--- config.mk ---
export PLATFORM = sky130hd
export DESIGN_NAME = rab_bridge
export DESIGN_NICKNAME = d
export VERILOG_FILES = /design/src/rtl/rab_pkg.sv /design/src/rtl/rab_host_decode.sv /design/src/rtl/rab_access_fsm.sv /design/src/rtl/rab_bridge.sv
export SDC_FILE = /design/constraint.sdc
export NUM_CORES = 1
export LEC_CHECK = 0
export ABC_AREA = 1
export CAP_MARGIN = 20
export CORE_UTILIZATION = 49
export DETAILED_ROUTE_END_ITERATION = 10
export PLACE_DENSITY = 0.81
export SLEW_MARGIN = 20
export SYNTH_ARGS = -nofsm -noshare
export SYNTH_HDL_FRONTEND = slang
export SYNTH_SLANG_ARGS = --single-unit
--- constraint.sdc ---
create_clock -name clk -period 1.8 [get_ports clk]
set_input_delay 0.18 -clock clk [delete_from_list [all_inputs] [get_ports clk]]
set_output_delay 0.18 -clock clk [all_outputs]
set_load 0.02 [all_outputs]
--- src/rtl/rab_pkg.sv ---
package rab_pkg;
    localparam int OFS_W = 8;

    localparam logic [OFS_W-1:0] OFS_UPPER = 8'h00;
    localparam logic [OFS_W-1:0] OFS_LOWER = 8'h04;
    localparam logic [OFS_W-1:0] OFS_CMD   = 8'h08;
    localparam logic [OFS_W-1:0] OFS_CLEAR = 8'h18;
    localparam logic [OFS_W-1:0] OFS_STAT  = 8'h1C;
    localparam logic [OFS_W-1:0] OFS_IRQ   = 8'h20;

    typedef struct packed {
        logic upper;
        logic lower;
        logic cmd;
        logic clear;
    } wr_strobe_t;
endpackage

--- src/rtl/rab_host_decode.sv ---
module rab_host_decode
    import rab_pkg::*;
#(
    parameter int HDATA_W = 32
) (
    input  logic               h_we,
    input  logic [OFS_W-1:0]   h_addr,
    input  logic [HDATA_W-1:0] upper_q,
    input  logic [HDATA_W-1:0] lower_q,
    input  logic [HDATA_W-1:0] cmd_q,
    input  logic [HDATA_W-1:0] stat_w,
    output wr_strobe_t         stb,
    output logic [HDATA_W-1:0] h_rdata
);
    always_comb begin
        stb       = '0;
        stb.upper = h_we && (h_addr == OFS_UPPER);
        stb.lower = h_we && (h_addr == OFS_LOWER);
        stb.cmd   = h_we && (h_addr == OFS_CMD);
        stb.clear = h_we && (h_addr == OFS_CLEAR);
    end

    always_comb begin
        unique case (h_addr)
            OFS_UPPER: h_rdata = upper_q;
            OFS_LOWER: h_rdata = lower_q;
            OFS_CMD:   h_rdata = cmd_q;
            OFS_STAT:  h_rdata = stat_w;
            OFS_IRQ:   h_rdata = '0;
            default:   h_rdata = '0;
        endcase
    end

    always_comb begin
        assert_onehot_strobe_R10: assert ($onehot0(stb));
    end
endmodule

--- src/rtl/rab_access_fsm.sv ---
module rab_access_fsm #(
    parameter int IADDR_W = 31,
    parameter int IDATA_W = 64,
    parameter int TIMEOUT = 64
) (
    input  logic               clk,
    input  logic               rst_n,
    input  logic               start,
    input  logic               start_we,
    input  logic [IADDR_W-1:0] start_addr,
    input  logic [IDATA_W-1:0] start_wdata,
    input  logic               ib_ack,
    input  logic               ib_err,
    output logic               ib_req,
    output logic               ib_we,
    output logic [IADDR_W-1:0] ib_addr,
    output logic [IDATA_W-1:0] ib_wdata,
    output logic               busy,
    output logic               load_rd,
    output logic               fail
);
    localparam int CNT_W = (TIMEOUT > 2) ? $clog2(TIMEOUT) : 1;
    localparam logic [CNT_W-1:0] CNT_LAST = CNT_W'(TIMEOUT - 1);

    typedef struct packed {
        logic               req;
        logic               we;
        logic [IADDR_W-1:0] addr;
        logic [IDATA_W-1:0] wdata;
        logic [CNT_W-1:0]   cnt;
    } acc_t;

    acc_t acc_d, acc_q;
    logic expired;

    always_comb begin
        acc_d   = acc_q;
        expired = acc_q.req && !ib_ack && !ib_err && (acc_q.cnt == CNT_LAST);
        load_rd = acc_q.req && ib_ack && !ib_err && !acc_q.we;
        fail    = (acc_q.req && ib_err) || expired;
        if (acc_q.req) begin
            if (ib_ack || ib_err || expired) begin
                acc_d.req = 1'b0;
                acc_d.cnt = '0;
            end else begin
                acc_d.cnt = acc_q.cnt + 1'b1;
            end
        end else if (start) begin
            acc_d.req   = 1'b1;
            acc_d.we    = start_we;
            acc_d.addr  = start_addr;
            acc_d.wdata = start_wdata;
            acc_d.cnt   = '0;
        end
    end

    always_ff @(posedge clk or negedge rst_n) begin
        if (!rst_n) acc_q <= '0;
        else        acc_q <= acc_d;
    end

    assign ib_req   = acc_q.req;
    assign ib_we    = acc_q.we;
    assign ib_addr  = acc_q.addr;
    assign ib_wdata = acc_q.wdata;
    assign busy     = acc_q.req;

    assert_hold_req_R3: assert property (@(posedge clk) disable iff (!rst_n)
        (ib_req && !ib_ack && !ib_err && !expired) |=>
            (ib_req && $stable(ib_we) && $stable(ib_addr) && $stable(ib_wdata)));

    assert_drop_on_end_R5: assert property (@(posedge clk) disable iff (!rst_n)
        (ib_req && (ib_ack || ib_err)) |=> !ib_req);

    assert_cnt_bound_R8: assert property (@(posedge clk) disable iff (!rst_n)
        acc_q.cnt <= CNT_LAST);

    assert_err_blocks_load_R7: assert property (@(posedge clk) disable iff (!rst_n)
        ib_err |-> !load_rd);
endmodule

--- src/rtl/rab_bridge.sv ---
module rab_bridge
    import rab_pkg::*;
#(
    parameter int HDATA_W = 32,
    parameter int TIMEOUT = 64
) (
    input  logic                   clk,
    input  logic                   rst_n,
    input  logic                   h_we,
    input  logic [7:0]             h_addr,
    input  logic [HDATA_W-1:0]     h_wdata,
    output logic [HDATA_W-1:0]     h_rdata,
    output logic                   ib_req,
    output logic                   ib_we,
    output logic [HDATA_W-2:0]     ib_addr,
    output logic [2*HDATA_W-1:0]   ib_wdata,
    input  logic                   ib_ack,
    input  logic                   ib_err,
    input  logic [2*HDATA_W-1:0]   ib_rdata
);
    localparam int IDATA_W = 2 * HDATA_W;
    localparam int IADDR_W = HDATA_W - 1;

    typedef struct packed {
        logic [HDATA_W-1:0] upper;
        logic [HDATA_W-1:0] lower;
        logic [HDATA_W-1:0] cmd;
        logic               err;
    } hreg_t;

    hreg_t      r_d, r_q;
    wr_strobe_t stb;
    logic       busy, load_rd, fail, start;
    logic [HDATA_W-1:0] stat_w;

    assign stat_w = {r_q.err, {(HDATA_W-2){1'b0}}, busy};
    assign start  = stb.cmd && !busy;

    rab_host_decode #(.HDATA_W(HDATA_W)) u_dec (
        .h_we    (h_we),
        .h_addr  (h_addr),
        .upper_q (r_q.upper),
        .lower_q (r_q.lower),
        .cmd_q   (r_q.cmd),
        .stat_w  (stat_w),
        .stb     (stb),
        .h_rdata (h_rdata)
    );

    rab_access_fsm #(
        .IADDR_W (IADDR_W),
        .IDATA_W (IDATA_W),
        .TIMEOUT (TIMEOUT)
    ) u_fsm (
        .clk         (clk),
        .rst_n       (rst_n),
        .start       (start),
        .start_we    (h_wdata[HDATA_W-1]),
        .start_addr  (h_wdata[HDATA_W-2:0]),
        .start_wdata ({r_q.upper, r_q.lower}),
        .ib_ack      (ib_ack),
        .ib_err      (ib_err),
        .ib_req      (ib_req),
        .ib_we       (ib_we),
        .ib_addr     (ib_addr),
        .ib_wdata    (ib_wdata),
        .busy        (busy),
        .load_rd     (load_rd),
        .fail        (fail)
    );

    always_comb begin
        r_d = r_q;
        if (load_rd) begin
            r_d.upper = ib_rdata[IDATA_W-1:HDATA_W];
            r_d.lower = ib_rdata[HDATA_W-1:0];
        end
        if (fail) r_d.err = 1'b1;
        if (stb.upper) r_d.upper = h_wdata;
        if (stb.lower) r_d.lower = h_wdata;
        if (stb.cmd) begin
            if (busy) r_d.err = 1'b1;
            else      r_d.cmd = h_wdata;
        end
        if (stb.clear) begin
            r_d.upper = '0;
            r_d.lower = '0;
            r_d.err   = 1'b0;
        end
    end

    always_ff @(posedge clk or negedge rst_n) begin
        if (!rst_n) r_q <= '0;
        else        r_q <= r_d;
    end

    assert_cmd_busy_err_R6: assert property (@(posedge clk) disable iff (!rst_n)
        (stb.cmd && ib_req && !stb.clear) |=> r_q.err);

    assert_err_sticky_R11: assert property (@(posedge clk) disable iff (!rst_n)
        (r_q.err && !stb.clear) |=> r_q.err);

    assert_clear_wins_R9: assert property (@(posedge clk) disable iff (!rst_n)
        stb.clear |=> (!r_q.err && r_q.upper == '0 && r_q.lower == '0));

    assert_start_idle_R3: assert property (@(posedge clk) disable iff (!rst_n)
        (stb.cmd && !ib_req) |=> (ib_req && ib_we == $past(h_wdata[HDATA_W-1])));
endmodule

==> impl_metrics.csv <==
group,metric,value,unit
floorplan,die_w,137,um
timing,fin_crit_sh,93.4,%
setup_path,path_cells,"nor2_1, nand3_1, buf_4, inv_1, nor2_4, buf_12, nand3_1, nand2_1",
pwr,p_per_area,703,nW/um^2
logic_synthesis,synthCells,1197,
timing,tns,0,ns
pwr,p_int,6300,uW
setup_path,path_class,"flop to flop",
floorplan,start_util,49.8,%
routing,vias_per_cell,5.49,
logic_synthesis,synth_nets,1307,
logic_synthesis,synth.area.top_cells,"dfrtp_1 (47%), nand2_1 (21%), nand3_1 (11%)",
logic_synthesis,synthFlopType,"dfrtp_1",
setup_path,rr_worst_depth,8,
global_routing,antenna_found_initial,1,
logic_synthesis,ys_types,25,
pwr,sw_frac_of_total,25.6,%
floorplan,die_y,137,um
pwr,ir_drop,0.662,mV
layout,drive_above_1_share,12.0,%
min_path,hold_class,"input port to asynchronous set/reset pin",
global_routing,grt_max_degree,74,
global_routing,grt_pass1_vias,8332,
timing,period_needed,1.68,ns
setup_path,crit_required,2.12,ns
placement,io_buffer_count,237,
floorplan,die_area,18800,sq um
pwr,power,8470,uW
routing,ant_nets,0,
clock_network,cts_tree,"done",
floorplan,core-area,18000,sq um
logic_synthesis,synth_top_area_share,47.0,%
clock_network,cts_buffer_depth,2,
pwr,sequentialPowerShare,47.4,%
pwr,p_comb_share,10.0,%
logic_synthesis,syn-cell-area,8950,sq um
placement,place_inst,1538,
global_routing,grt_use_total,30.6,%
clock_network,clock-sinks,168,
clock_network,ctsHtreeMaxLevel,4,
logic_synthesis,async_reset_ff_share,100,%
logic_synthesis,synth_top_cell_by_area,"dfrtp_1",
setup_path,startpoint_type,"flop",
routing,num_vias,8744,
layout,syn_to_final_growth,34.5,%
setup_path,worstReg2RegStart,"r_q[32]$_DFFE_PN0P_",
timing,tightest_slew,0.753,ns
setup_path,crit_path_end_kind,"flop",
layout,antennaDiodeCount,0,
routing,avgRoutedWirePerCell,17.8,um
status,status,"completed",
logic_synthesis,yosysMostFrequentCell,"nand2_1",
logic_synthesis,yosysSeqAreaShare,47.0,%
pwr,power.leakage,0.00600,uW
floorplan,rows,49,
logic_synthesis,synth_edf_count,0,
floorplan,io_pins,238,
timing,finalSetupViolCount,0,
pwr,p_sw,2170,uW
clock_network,cts_root_buffer,"clkbuf_16",
placement,dp_hpwl,17.9,mm
global_routing,grt_overflow,0,
setup_path,path_max_fanout,36,
timing,slew_viol_final,0,
run,max-cap-violations,0,
pwr,power.share.clock,42.6,%
routing,drt_iter0_drc,780,
setup_path,crit_top_cell,"nand3_1",
setup_path,crit_start,"r_q[32]$_DFFE_PN0P_",
logic_synthesis,yosysWarnings,0,
setup_path,cp_slowest_cell,"dfrtp_1",
timing,skew,0.00802,ns
setup_path,critPathArrivalTime,2.00,ns
layout,final_cells,1592,
placement,gp_congestion,0.884,
routing,wirelength,28.3,mm
timing,fin_hold_ws,0.199,ns
timing,fmaxAchievable,595,MHz
global_routing,grt_pass1_wl,43.5,mm
logic_synthesis,ys_ff_latch,168,
timing,slew_headroom,49.8,%
logic_synthesis,syn_avg_cell_area,7.48,sq um
clock_network,clk_pin_slew_worst_paths,0.07,ns
clock_network,clock_latency,0.42,ns
layout,nNetsFinal,1461,
routing,drc,0,
timing,hold_viol,0,
setup_path,worst_path_largest_cell_delay,0.41,ns
routing,firstDrtPassIters,5,
clock_network,cts_made_buffers,17,
logic_synthesis,synth_common_cells,"nand2_1 (505), nand3_1 (205), dfrtp_1 (168), buf_4 (97), inv_1 (45)",
-- cells in the final DEF (no fill, tap or decap), types with 2 or more instances in the layout --
cell type        instances
nor2_2                   3
nand4_1                  6
inv_8                    2
clkinvlp_4               2
clkinv_4                 5
buf_16                   3
a21oi_4                  3
dfrtp_1                168
buf_12                  19
nand2_2                  2
o21ai_0                 16
nand3_4                  2
bufbuf_16                3
buf_6                    5
clkbuf_2                 8
buf_4                   49
nor2_1                  11
inv_6                    4
clkdlybuf4s50_1        194
o21ai_1                 20
nor2_4                   5
nand2_1                502
buf_2                   19
nand2_4                  2
inv_1                   43
o211ai_1                29
clkbuf_16               18
inv_2                    2
clkdlybuf4s15_2          2
nand3_1                202
-- repair_timing --
item,CTS,global route
pin swaps,13,13
setup buffers,7,7
resized for setup,167,24
gates cloned,7,1
setup endpoints to repair,64,73
hold buffers,1,0
hold endpoints to repair,88,0
-- logic make-up after synthesis --
family / Yosys count / share of synthesized area, %
xor+xnor: 2 / 0.196
simple gates: 737 / 34.1
compound gates: 71 / 4.85
buf+inv: 218 / 13.7
flops: 168 / 47.0
fa+ha+maj: 1 / 0.140
-- final cells by class --
type / count / area (sq um)
Fill cell: 1480 / 5920
Sequential cell: 168 / 4200
Multi-Input combinational cell: 812 / 3650
Timing Repair Buffer: 306 / 3150
Clock buffer: 18 / 439
Tap cell: 229 / 287
Inverter: 46 / 178
Clock inverter: 13 / 138
-- routing by layer --
layer / wire length (um) / up-vias / track usage, % / share of wire (%)
met3: 2910 / 80 / 7.32 / 10
met2: 13300 / 521 / 48.7 / 47
met5: 0 / - / 0 / 0
met4: 947 / 0 / 14.0 / 3.3
li1: - / 4047 / - / -
met1: 11200 / 4096 / 39.6 / 40
-- power by group through the flow --
stage               clock [uW]  combinational, uW  sequential [uW]
finish                    3600                846             4020
global route              3820                927             4030
CTS                       3620                837             4010
detailed placement           0                824             4080
global placement             0                810             4080
floorplan                    0                357             4060
-- critical path: cells and delay by family, from the launching register on --
family        cells  cell delay, ns
simple gates      5            0.61
buf+inv           3            0.53
flops             1            0.41
-- registers in the layout (all words and copies together), names as in the netlist --
| name | count |
|---|---|
| u_fsm.busy | 1 |
| u_fsm.acc_q | 6 |
| u_fsm.ib_wdata | 64 |
| r_q | 97 |
-- worst paths after layout --
path | end | slack (ns)
worst max-delay path | r_q[48]$_DFFE_PN0P_ | 0.12
worst min-delay path | u_fsm.acc_q[5]$_DFFE_PN0P_ | 0.20
worst max register to register | r_q[48]$_DFFE_PN0P_ | 0.12
worst min register to register | u_fsm.ib_wdata[36]$_DFFE_PN0P_ | 0.47
max in group asynchronous | r_q[7]$_DFFE_PN0P_ | 0.98
min in group clk | r_q[82]$_DFFE_PN0P_ | 0.38
-- through the flow --
stage          worst slack, ns  utilization [%]  instance area (sq um)
2_1_floorplan            0.232                -                   8950
3_3_place_gp            -0.687             62.1                  11100
3_5_place_dp            -0.704             62.1                  11100
4_1_cts                0.00359             66.4                  11900
5_1_grt               -0.00422             67.0                  12000
6_report                 0.118             67.0                  12000
Power figures use the tool's default switching activity.
